**src/rtl/kwg_pkg.sv**
```systemverilog
package kwg_pkg;
  typedef enum logic [2:0] {
    EV_IDLE     = 3'd0,
    EV_K0_GOOD  = 3'd1,
    EV_K0_BAD   = 3'd2,
    EV_K1_GOOD  = 3'd3,
    EV_K1_BAD   = 3'd4,
    EV_PROT_WR  = 3'd5
  } guard_ev_t;
endpackage

```
**src/rtl/kwg_decode.sv**
```systemverilog
module kwg_decode
  import kwg_pkg::*;
#(
  parameter int ADDR_W = 8,
  parameter int DATA_W = 32,
  parameter logic [ADDR_W-1:0] K0_ADDR = 'h6C,
  parameter logic [ADDR_W-1:0] K1_ADDR = 'h70,
  parameter logic [DATA_W-1:0] KEY0 = 'h83E70B13,
  parameter logic [DATA_W-1:0] KEY1 = 'h95A4F1E0
) (
  input  logic              wr_valid,
  input  logic [ADDR_W-1:0] wr_addr,
  input  logic [DATA_W-1:0] wr_data,
  output guard_ev_t         ev
);
  logic hit0, hit1;
  assign hit0 = (wr_addr == K0_ADDR);
  assign hit1 = (wr_addr == K1_ADDR);

  always_comb begin
    ev = EV_IDLE;
    if (wr_valid) begin
      if (hit0)      ev = (wr_data == KEY0) ? EV_K0_GOOD : EV_K0_BAD;
      else if (hit1) ev = (wr_data == KEY1) ? EV_K1_GOOD : EV_K1_BAD;
      else           ev = EV_PROT_WR;
    end
  end
endmodule

```
**src/rtl/kwg_lock.sv**
```systemverilog
module kwg_lock
  import kwg_pkg::*;
(
  input  logic      clk,
  input  logic      rst,
  input  guard_ev_t ev,
  output logic      armed,
  output logic      unlocked
);
  always_ff @(posedge clk) begin
    if (rst) begin
      armed    <= 1'b0;
      unlocked <= 1'b0;
    end else begin
      unique case (ev)
        EV_K0_GOOD: armed <= 1'b1;
        EV_K0_BAD: begin
          armed    <= 1'b0;
          unlocked <= 1'b0;
        end
        EV_K1_GOOD: unlocked <= armed;
        EV_K1_BAD:  unlocked <= 1'b0;
        default: ;
      endcase
    end
  end
endmodule

```
**src/rtl/kwg_gate.sv**
```systemverilog
module kwg_gate
  import kwg_pkg::*;
#(
  parameter int ADDR_W = 8,
  parameter int DATA_W = 32
) (
  input  logic              clk,
  input  logic              rst,
  input  guard_ev_t         ev,
  input  logic              unlocked,
  input  logic [ADDR_W-1:0] wr_addr,
  input  logic [DATA_W-1:0] wr_data,
  input  logic              rd_valid,
  input  logic [ADDR_W-1:0] rd_addr,
  output logic              acc_valid,
  output logic [ADDR_W-1:0] acc_addr,
  output logic [DATA_W-1:0] acc_data,
  output logic              rd_valid_q,
  output logic [ADDR_W-1:0] rd_addr_q
);
  logic take;
  assign take = (ev == EV_PROT_WR) && unlocked;

  always_ff @(posedge clk) begin
    if (rst) begin
      acc_valid  <= 1'b0;
      acc_addr   <= '0;
      acc_data   <= '0;
      rd_valid_q <= 1'b0;
      rd_addr_q  <= '0;
    end else begin
      acc_valid  <= take;
      if (take) begin
        acc_addr <= wr_addr;
        acc_data <= wr_data;
      end
      rd_valid_q <= rd_valid;
      if (rd_valid) rd_addr_q <= rd_addr;
    end
  end
endmodule

```
**src/rtl/kick_write_guard.sv**
```systemverilog
module kick_write_guard
  import kwg_pkg::*;
#(
  parameter int ADDR_W = 8,
  parameter int DATA_W = 32,
  parameter logic [ADDR_W-1:0] K0_ADDR = 'h6C,
  parameter logic [ADDR_W-1:0] K1_ADDR = 'h70,
  parameter logic [DATA_W-1:0] KEY0 = 'h83E70B13,
  parameter logic [DATA_W-1:0] KEY1 = 'h95A4F1E0
) (
  input  logic              clk,
  input  logic              rst,
  input  logic              wr_valid_i,
  input  logic [ADDR_W-1:0] wr_addr_i,
  input  logic [DATA_W-1:0] wr_data_i,
  input  logic              rd_valid_i,
  input  logic [ADDR_W-1:0] rd_addr_i,
  output logic              acc_valid_o,
  output logic [ADDR_W-1:0] acc_addr_o,
  output logic [DATA_W-1:0] acc_data_o,
  output logic              rd_valid_o,
  output logic [ADDR_W-1:0] rd_addr_o,
  output logic              unlocked_o
);
  guard_ev_t ev;
  logic      armed;
  logic      unlocked;

  kwg_decode #(
    .ADDR_W(ADDR_W), .DATA_W(DATA_W),
    .K0_ADDR(K0_ADDR), .K1_ADDR(K1_ADDR),
    .KEY0(KEY0), .KEY1(KEY1)
  ) u_dec (
    .wr_valid(wr_valid_i),
    .wr_addr (wr_addr_i),
    .wr_data (wr_data_i),
    .ev      (ev)
  );

  kwg_lock u_lock (
    .clk     (clk),
    .rst     (rst),
    .ev      (ev),
    .armed   (armed),
    .unlocked(unlocked)
  );

  kwg_gate #(.ADDR_W(ADDR_W), .DATA_W(DATA_W)) u_gate (
    .clk       (clk),
    .rst       (rst),
    .ev        (ev),
    .unlocked  (unlocked),
    .wr_addr   (wr_addr_i),
    .wr_data   (wr_data_i),
    .rd_valid  (rd_valid_i),
    .rd_addr   (rd_addr_i),
    .acc_valid (acc_valid_o),
    .acc_addr  (acc_addr_o),
    .acc_data  (acc_data_o),
    .rd_valid_q(rd_valid_o),
    .rd_addr_q (rd_addr_o)
  );

  assign unlocked_o = unlocked;
endmodule

```
**config.mk**
```make
export PLATFORM = sky130hd
export DESIGN_NAME = kick_write_guard
export DESIGN_NICKNAME = d
export VERILOG_FILES = /design/src/rtl/kwg_pkg.sv /design/src/rtl/kwg_decode.sv /design/src/rtl/kwg_lock.sv /design/src/rtl/kwg_gate.sv /design/src/rtl/kick_write_guard.sv
export SDC_FILE = /design/constraint.sdc
export NUM_CORES = 1
export LEC_CHECK = 0
export ABC_AREA = 0
export BUFFER_PORTS_ARGS = -buffer_cell sky130_fd_sc_hd__buf_2
export CAP_MARGIN = 10
export CORE_MARGIN = 10
export CORE_UTILIZATION = 46
export DETAILED_ROUTE_END_ITERATION = 8
export HOLD_SLACK_MARGIN = 0.05
export PLACE_DENSITY = 0.87
export SYNTH_ARGS = -nofsm -noshare
export SYNTH_HDL_FRONTEND = slang
export SYNTH_SLANG_ARGS = --single-unit
```
**constraint.sdc**
```tcl
create_clock -name clk -period 2.55 [get_ports clk]
set_clock_uncertainty 0.1 [all_clocks]
set_input_delay 0.3825 -clock clk [delete_from_list [all_inputs] [get_ports clk]]
set_output_delay 0.3825 -clock clk [all_outputs]
set_load 0.005 [all_outputs]
```
==> impl_metrics.yaml, run 1 <==
placed_design:
  place_worst_setup_slack_ps: 402
  dpl-instance-area_sq_um: 2700
  post-dp-hpwl_um: 5210
  portBuffers: 102
  placed_cells: 387
  gp_congestion: 0.809
clock_network:
  cts_hold_buf: 0
  cts-buffers-inserted: 5
  cts_resized: 0
  cts_tree: "yes"
  clock-sinks: 52
  htreeDepth: 2
  clockBufferDepth: 2
  clkLatencyLatePin_ps: 300
  root_buffer: "clkbuf_8"
  clkSlewWorstSetupHoldPaths_ps: 90
  cts_setup_buffers: 0
setup_path:
  critPathKind: "primary input to flip-flop"
  end_kind: "flip-flop"
  slowest_stage: "or4_4"
  worstPathRequired_ps: 2710
  crit_fanout: 3
  path_cells: "buf_2 > or4b_1 > or4_4 > nor4b_2 > a211o_1"
  cp-start-kind: "primary input"
  cp_data_arrival_time_ps: 1980
  cpPeakStageDelay_ps: 540
global_routing:
  grt_pass1_wl_um: 10600
  gr-total-overflow: 0
  grt_max_degree: 31
  antenna_found_initial: 1
  grt_util_all_layers: 0.167
  grt_pass1_vias: 2098
yosys:
  syn-num-nets: 301
  syn_area_sq_um: 2140
  synth_cells: 249
  synthArstFlopShare: 0
  ys_ff_latch: 52
  synth_seq_area_share: 0.485
  synth_area_per_cell_sq_um: 8.61
  ys.flop_type: "dfxtp_1"
  ys_types: 33
  yosys_warnings: 0
  synth_edf_count: 0
power:
  ir_worst_vdd_mv: 0.322
  cellLeakagePower_uw: 0.00122
  pwr_density_cell_nw_per_um2: 494
drt:
  wirelength_um: 6760
  drc: 0
  vias: 2207
  drt-wirelength-per-cell_um: 17.1
  drt_iter0_markers: 183
  viasPerCell: 5.60
  ant_nets: 0
  first_pass_iters: 4
timing:
  fmax_ghz: 0.548
  fin_ws_ps: 727
  totalNegativeSetupSlack_ps: 0
  fin_crit_sh: 0.715
  period_needed_ps: 1820
  finalHoldViolCount: 0
  max-slew-margin-rel: 0.658
  rsz0062_at_grt: "no"
  setup_viol: 0
  worst_pin_slew_ps: 513
  finalMaxSlewViolations: 0
layout:
  nFillCells: 401
  area_growth_syn_to_layout_pct: 29.6
  drive_gt1_frac: 0.354
  diodes: 0
  final_area_sq_um: 2780
  nNetsFinal: 394
  final_cells: 394
floorplanning:
  die_area_sq_um: 7790
  initial_core_util: 0.483
  die_h_um: 88.3
  io-pin-count: 103
  fp-row-count: 24
  fp.dieW_um: 88.3
  core_area_sq_um: 4440
outcome:
  status: "complete, no violations"
worst_hold_path:
  hold_class: "primary input to flip-flop"
run:
  maxCapViolCount: 0
## through the flow
stage	utilization	hold WS [ps]	power, uW
floorplan	-	341	882
global placement	0.608	357	949
detailed placement	0.608	368	951
CTS	0.626	220	1380
global route	0.626	221	1420
finish	0.626	221	1370
## worst max-delay path: cells and delay by family
family | cells | cell delay, ps
buffers and inverters | 1 | 120
AND/OR/NAND/NOR | 3 | 1340
AO/OA/AOI/OAI | 1 | 140
## power breakdown
part / switching (uW) / total, uW / internal [uW]
Combinational: 58.4 / 110 / 51.3
Sequential: 3.49 / 823 / 819
Clock: 254 / 441 / 187
Total: 316 / 1370 / 1060
## logic make-up (layout without fill, tap and decap cells)
kind of cell           Yosys count  after routing  share of synthesized area
and+or+nand+nor                 78             78                      0.225
DFF                             52             52                      0.485
muxes                            8              8                     0.0373
buffers and inverters           26            119                     0.0455
AOI/OAI and AO/OA               85             85                      0.207
## flip-flops by register name, indices dropped and copies added (netlist names)
register	cells
u_gate.rd_valid_q	1
u_lock.armed	1
u_lock.unlocked	1
u_gate.acc_addr	8
u_gate.rd_addr_q	8
u_gate.acc_valid	1
u_gate.acc_data	32
## layout by cell type, fill, tap and decap left out, types with 4 or more instances in the layout
| cell type | instances |
|---|---|
| nor4bb_1 | 4 |
| nor2_1 | 8 |
| buf_2 | 102 |
| mux2i_1 | 8 |
| nand3_1 | 38 |
| o21ai_1 | 40 |
| nand2_1 | 4 |
| a21oi_1 | 40 |
| clkbuf_8 | 5 |
| dfxtp_1 | 52 |
| buf_4 | 7 |
## per-layer routing
metal / wire length, um / vias up / track usage
li1: - / 1093 / -
met1: 2680 / 1029 / 0.204
met2: 3200 / 81 / 0.267
met3: 798 / 4 / 0.0680
met4: 76 / 0 / 0.0455
met5: 0 / - / 0
## cell type report
| class | instances | area (sq um) | area share |
|---|---|---|---|
| sequential | 52 | 1040 | 0.374 |
| multi-input combinational | 171 | 1010 | 0.362 |
| timing repair buffer | 110 | 583 | 0.210 |
| clock buffer | 6 | 72.6 | 0.0261 |
| tap | 52 | 65.1 | 0.0234 |
| inverter | 2 | 7.51 | 0.00270 |
| clock inverter | 1 | 5.00 | 0.00180 |
## cell usage after synthesis, drive strengths merged (4+ instances only)
library cell	count	share of area
nand4	4	0.015
nor4b	5	0.026
dfxtp	52	0.49
buf	4	0.0070
nand3	38	0.089
a21oi	40	0.093
nor2	8	0.014
nand2	4	0.0070
mux2i	8	0.037
o21ai	40	0.093
clkbuf	20	0.035
nor4bb	4	0.019
## path summary, 6_finish.rpt
| check | start | end | slack, ps | depth (start not counted) |
|---|---|---|---|---|
| setup reg to reg | u_lock.unlocked | u_gate.acc_data[8] | 1010 | 4 |
| setup / recovery | wr_data_i[26] | u_lock.unlocked | 730 | 5 |
| hold reg to reg | u_gate.acc_data[14] | u_gate.acc_data[14] | 380 | 2 |
| hold / removal | rd_addr_i[0] | u_gate.rd_addr_q[0] | 220 | 3 |
Power figures use the tool's default switching activity.
==> run 2: changes to the inputs <==
--- a/config.mk
+++ b/config.mk
@@ -5,14 +5,14 @@
 export SDC_FILE = /design/constraint.sdc
 export NUM_CORES = 1
 export LEC_CHECK = 0
-export ABC_AREA = 0
+export ABC_AREA = 1
 export BUFFER_PORTS_ARGS = -buffer_cell sky130_fd_sc_hd__buf_2
 export CAP_MARGIN = 10
 export CORE_MARGIN = 10
-export CORE_UTILIZATION = 46
+export CORE_UTILIZATION = 44
 export DETAILED_ROUTE_END_ITERATION = 8
 export HOLD_SLACK_MARGIN = 0.05
-export PLACE_DENSITY = 0.87
+export PLACE_DENSITY = 0.83
 export SYNTH_ARGS = -nofsm -noshare
 export SYNTH_HDL_FRONTEND = slang
 export SYNTH_SLANG_ARGS = --single-unit
==> constraint.sdc (replaced) <==
create_clock -name clk -period 1.6 [get_ports clk]
set_clock_uncertainty 0.1 [all_clocks]
set_input_delay 0.24 -clock clk [delete_from_list [all_inputs] [get_ports clk]]
set_output_delay 0.24 -clock clk [all_outputs]
set_load 0.005 [all_outputs]
==> run 2 against run 1 <==
  * Sequential share of layout area decreased by 11 points
  * Critical path depth grew 9
  * Non-clock buffer count grew 53
  * Cell area is 40% higher
  * Via count up 40%
  * Sequential power is 60% higher
  * Flip-flop and latch count unchanged
  * Register-to-register slack lost 740 ps
  * Synthesized cell count is 65% higher
  * First-iteration DRC count is 11% higher
  * Power is 92% higher
  * Global-route usage shrank 0.15 points
  * Critical path type unchanged
  * Largest power group unchanged
==> impl_metrics.yaml, run 2 <==
layout:
  regMostFlops: "u_gate.acc_data"
  top_regs: "u_gate.acc_data: 32 flops, u_gate.acc_addr: 8 flops, u_gate.rd_addr_q: 8 flops"
  nNetsFinal: 615
  final_common_cell: "nor2_1"
  area_growth_syn_to_layout_pct: 46.8
  final_area_sq_um: 3880
  mostFrequentLayoutCells: "110 x nor2_1, 102 x buf_2, 80 x nand2_1, 52 x dfxtp_1, 51 x buf_4"
  diodes: 0
  final_cells: 639
  drive_gt1_frac: 0.372
  largest_reg_flops: 32
floorplanning:
  core_area_sq_um: 5890
  fp-row-count: 28
  die_area_sq_um: 9510
  io-pin-count: 103
  die_h_um: 97.5
  initial_core_util: 0.449
  fp.dieW_um: 97.5
worst_hold_path:
  min_from: "rd_addr_i[3]"
  holdPathEnd: "u_gate.rd_addr_q[3]"
  hold_class: "primary input to flip-flop"
  hold_depth: 3
clock_network:
  clkLatencyLatePin_ps: 300
  cts-buffers-inserted: 5
  root_buffer: "clkbuf_8"
  clkSlewWorstSetupHoldPaths_ps: 90
  cts_tree: "yes"
  clock-sinks: 52
  clockBufferDepth: 2
  htreeDepth: 2
yosys:
  ys_top_cells_by_count: "115 x nor2_1, 83 x nand2_1, 52 x dfxtp_1"
  synth_seq_area_share: 0.394
  synthArstFlopShare: 0
  synth_cells: 410
  ys_ff_latch: 52
  syn-num-nets: 462
  synth_top_area_cell: "dfxtp_1"
  synth_top_area_frac: 0.394
  syn_area_sq_um: 2650
  yosys_warnings: 0
  yosysMostFrequentCell: "nor2_1"
  synth_area_leaders: "dfxtp_1 39%, nor2_1 16%, nand2_1 12%, nand3_1 9.1%, inv_1 5.7%"
  ys_types: 28
  ys.flop_type: "dfxtp_1"
  synth_edf_count: 0
  synth_area_per_cell_sq_um: 6.45
timing:
  worst_pin_slew_ps: 276
  finalMaxSlewViolations: 0
  whs_ps: 62.5
  setup_viol: 0
  fmax_ghz: 0.625
  max-slew-margin-rel: 0.816
  fin_crit_sh: 1.00
  period_needed_ps: 1600
  finalHoldViolCount: 0
  totalNegativeSetupSlack_ps: 0
setup_path:
  rr_endpoint: "u_gate.acc_data[2]"
  cp-start-kind: "primary input"
  crit_fanout: 14
  cp_data_arrival_time_ps: 1710
  worstPathRequired_ps: 1710
  critPathKind: "primary input to flip-flop"
  r2r_slack_ps: 270
  ff2ff_path_depth: 6
  r2r-start: "u_lock.unlocked"
  end_kind: "flip-flop"
power:
  p_sw_uw: 613
  pwr_density_cell_nw_per_um2: 680
  internal_power_uw: 2030
  cellLeakagePower_uw: 0.00203
  seq_power_share: 0.499
  ir_worst_vdd_mv: 0.510
  p_total_uw: 2640
  pwr-share-clk: 0.372
  switching_share: 0.232
  p_comb_frac: 0.129
drt:
  viasPerCell: 4.83
  drc: 0
  drt_iter0_markers: 203
  vias: 3084
  first_pass_iters: 4
  ant_nets: 0
  drt-wirelength-per-cell_um: 13.7
  wirelength_um: 8730
global_routing:
  grt_max_degree: 37
  grt_pass1_wl_um: 13600
  gr-total-overflow: 0
  grt_pass1_vias: 3030
  antenna_found_initial: 0
  grt_util_all_layers: 0.166
placed_design:
  post-dp-hpwl_um: 6270
  dpl-instance-area_sq_um: 3630
  portBuffers: 102
  gp_congestion: 0.819
  placed_cells: 626
outcome:
  status: "complete, no violations"
run:
  maxCapViolCount: 0
-- run 2: critical path, stage by stage --
cell	delay [ps]
buf_2	120
inv_2	70
nand2_1	60
nor2_1	140
nand2_1	120
nor2_2	160
buf_4	140
nand3_4	90
nand4_4	100
buf_12	120
nor2_8	50
buf_12	150
nor2_1	100
nor2_1	50
-- run 2: final cells by class --
type	instances	area, sq um
inverter	52	195
sequential	52	1040
tap	75	93.8
timing repair buffer	163	1090
clock buffer	7	96.3
clock inverter	1	30.0
multi-input combinational	289	1330
fill	519	2000
-- run 2: routing by layer --
layer / vias up / track usage / part of all wire
met5: - / 0 / 0
met4: 0 / 0.0436 / 0.018
met3: 13 / 0.0590 / 0.083
met2: 110 / 0.289 / 0.50
met1: 1404 / 0.186 / 0.40
li1: 1557 / - / -
-- run 2: cells by family (layout without fill, tap and decap cells) --
group / after synthesis / after routing / share of synthesized area
AO/OA/AOI/OAI: 12 / 12 / 0.0289
flip-flops: 52 / 52 / 0.394
AND/OR/NAND/NOR: 277 / 277 / 0.459
buffers and inverters: 69 / 223 / 0.118
-- run 2: how the worst max path moves through the flow --
stage | start | cells past startpoint | endpoint | slack, ps
floorplan | wr_data_i[29] | 13 | u_gate.acc_addr[5] | 90
global placement | wr_data_i[29] | 14 | u_gate.acc_data[17] | -260
detailed placement | wr_data_i[29] | 14 | u_gate.acc_data[6] | -340
CTS | wr_data_i[29] | 14 | u_gate.acc_data[6] | 50
global route | wr_data_i[9] | 14 | u_gate.acc_addr[3] | -50
finish | wr_data_i[9] | 14 | u_gate.acc_data[26] | 0.7
-- run 2: what timing repair did --
item                                   in CTS  in global routing
setup endpoints to repair                   5                 40
resized for setup                           1                 11
pin swaps                                   0                  3
buffers inserted                            0                  2
hold buffers                                1                  0
gates cloned                                0                  2
endpoints found under the hold margin       3                  0
-- run 2: per-stage QoR --
stage,worst slack (ps),utilization
2_1_floorplan,86.7,-
3_3_place_gp,-256,0.616
3_5_place_dp,-335,0.616
4_1_cts,51.9,0.640
5_1_grt,-54.0,0.660
6_report,0.694,0.660
-- run 2: power by group through the flow --
| stage | clock [uW] | combinational, uW | sequential [uW] |
|---|---|---|---|
| after floorplan | 0 | 120 | 1350 |
| after global placement | 0 | 313 | 1350 |
| after detailed placement | 0 | 324 | 1350 |
| after CTS | 1010 | 331 | 1320 |
| after global routing | 1050 | 379 | 1320 |
| final | 981 | 341 | 1320 |
==> run 3: changes to the inputs <==
--- a/config.mk
+++ b/config.mk
@@ -13,6 +13,7 @@
 export DETAILED_ROUTE_END_ITERATION = 8
 export HOLD_SLACK_MARGIN = 0.05
 export PLACE_DENSITY = 0.83
+export SETUP_SLACK_MARGIN = 0.5
 export SYNTH_ARGS = -nofsm -noshare
 export SYNTH_HDL_FRONTEND = slang
 export SYNTH_SLANG_ARGS = --single-unit
==> run 3 against run 2 <==
  * The run now ends with setup timing left
  * Sequential power about the same
  * Routed wire length rose by 68%
  * Register-to-register slack worse by 40 ps
  * Critical path type unchanged
  * Critical endpoint unchanged
  * Largest cell class is now non-clock buffers
  * Highest routed layer unchanged
==> impl_metrics.yaml, run 3 (synthesis results as in run 2) <==
layout:
  regMostFlops: "u_gate.acc_data"
  mostFrequentLayoutCells: "100 x nor2_1, 81 x buf_4, 67 x buf_6, 65 x nand2_1, 49 x dfxtp_2"
  diodes: 0
  multiInputGateArea_sq_um: 1680
  regArea_sq_um: 1110
  nNetsFinal: 661
  top_regs: "u_gate.acc_data: 32 flops, u_gate.acc_addr: 8 flops, u_gate.rd_addr_q: 8 flops"
  nFillCells: 250
  area_growth_syn_to_layout_pct: 92.4
  largest_reg_flops: 32
  drive_gt1_frac: 0.614
  final_common_cell: "nor2_1"
  final_core_util: 0.865
global_routing:
  grt_pass1_wl_um: 17400
  antenna_found_initial: 0
  grt_max_degree: 36
  grt_pass1_vias: 3539
  gr-total-overflow: 0
  grt_util_all_layers: 0.219
setup_path:
  critPathKind: "primary input to flip-flop"
  r2r_slack_ps: 230
  cp_data_arrival_time_ps: 2060
  end_kind: "flip-flop"
  cp-start-kind: "primary input"
  crit_fanout: 7
  worstPathRequired_ps: 1730
timing:
  rsz0062_at_grt: "yes"
  max-slew-margin-rel: 0.715
  fmax_ghz: 0.517
  fin_crit_sh: 1.21
  worst_pin_slew_ps: 427
  fin_ws_ps: -334
  period_needed_ps: 1930
  setup_viol: 42
  finalMaxSlewViolations: 0
  finalHoldViolCount: 0
drt:
  vias: 3900
  drc: 0
  wirelength_um: 14700
  viasPerCell: 5.70
  ant_nets: 0
  drt_iter0_markers: 381
  drt-wirelength-per-cell_um: 21.4
  first_pass_iters: 7
clock_network:
  htreeDepth: 2
  clkSlewWorstSetupHoldPaths_ps: 110
  clockBufferDepth: 2
  clkLatencyLatePin_ps: 320
  root_buffer: "clkbuf_8"
  clock-sinks: 52
  cts-buffers-inserted: 5
  cts_tree: "yes"
floorplanning:
  fp.dieW_um: 97.5
  core_area_sq_um: 5890
  initial_core_util: 0.449
  io-pin-count: 103
  die_area_sq_um: 9510
  die_h_um: 97.5
  fp-row-count: 28
power:
  p_sw_uw: 752
  pwr-share-clk: 0.379
  pwr_density_cell_nw_per_um2: 572
  p_comb_frac: 0.166
  p_total_uw: 2910
  cellLeakagePower_uw: 0.00240
  switching_share: 0.258
  seq_power_share: 0.454
  ir_worst_vdd_mv: 0.566
  internal_power_uw: 2160
worst_hold_path:
  hold_class: "primary input to flip-flop"
run:
  maxCapViolCount: 0
placed_design:
  post-dp-hpwl_um: 6350
  portBuffers: 102
  gp_congestion: 0.806
outcome:
  violations: "setup timing"
  status: "finished, violations left"
[run 3: through the flow]
step / std cells / cell area, sq um / TNS (ps) / hold slack [ps] / setup slack, ps
final: 684 / 5090 / -10090 / 48.8 / -334
after global routing: 684 / 5090 / -13060 / 67.3 / -445
after CTS: 667 / 4450 / 0 / 53.8 / 113
after detailed placement: 622 / 3610 / -14120 / 351 / -385
after global placement: 622 / 3610 / -12350 / 348 / -319
after floorplan: 410 / 2710 / 0 / 209 / 149
[run 3: critical path, stage by stage]
cell	delay, ps
buf_2	160
nand2_2	130
nor2_2	210
nand2_1	110
nor2_2	200
nand2_2	120
nand2_4	100
buf_6	120
nand2_8	60
nand2_8	140
clkbuf_16	180
nand3_2	70
nand2_1	120
nor2_1	90
[run 3: layout make-up]
cell class                 instances  share of cell area
sequential                        52               0.217
clock buffer                       5              0.0135
clock inverter                     2              0.0118
multi-input combinational        292               0.330
timing repair buffer             206               0.368
tap                               75              0.0184
inverter                          52              0.0408
[run 3: final timing paths]
check | start | to | cells after the start
hold reg to reg | u_gate.acc_data[23] | u_gate.acc_data[23] | 2
setup reg to reg | u_lock.unlocked | u_gate.acc_data[2] | 6
hold / removal | rd_addr_i[3] | u_gate.rd_addr_q[3] | 3
setup / recovery | wr_data_i[28] | u_gate.acc_data[26] | 14
[run 3: routing by layer]
| metal | global-route usage | wire length, um | vias to the layer above |
|---|---|---|---|
| met2 | 0.379 | 7140 | 324 |
| met5 | 0 | 0 | - |
| met3 | 0.0846 | 1560 | 114 |
| met4 | 0.103 | 1030 | 0 |
| li1 | - | - | 1660 |
| met1 | 0.226 | 4930 | 1802 |
[run 3: repair_timing]
item,in CTS,in global routing
endpoints found under the hold margin,3,0
hold buffers,1,0
endpoints found under the setup margin,85,94
setup buffers,32,15
pin swaps,11,31
gates resized for setup,109,103
gates cloned,5,2
[run 3: power groups by stage]
stage          Sequential [uW]  Clock [uW]  Combinational, uW
2_1_floorplan             1350           0                126
3_3_place_gp              1350           0                314
3_5_place_dp              1350           0                323
4_1_cts                   1320        1070                388
5_1_grt                   1320        1130                511
6_report                  1320        1100                485
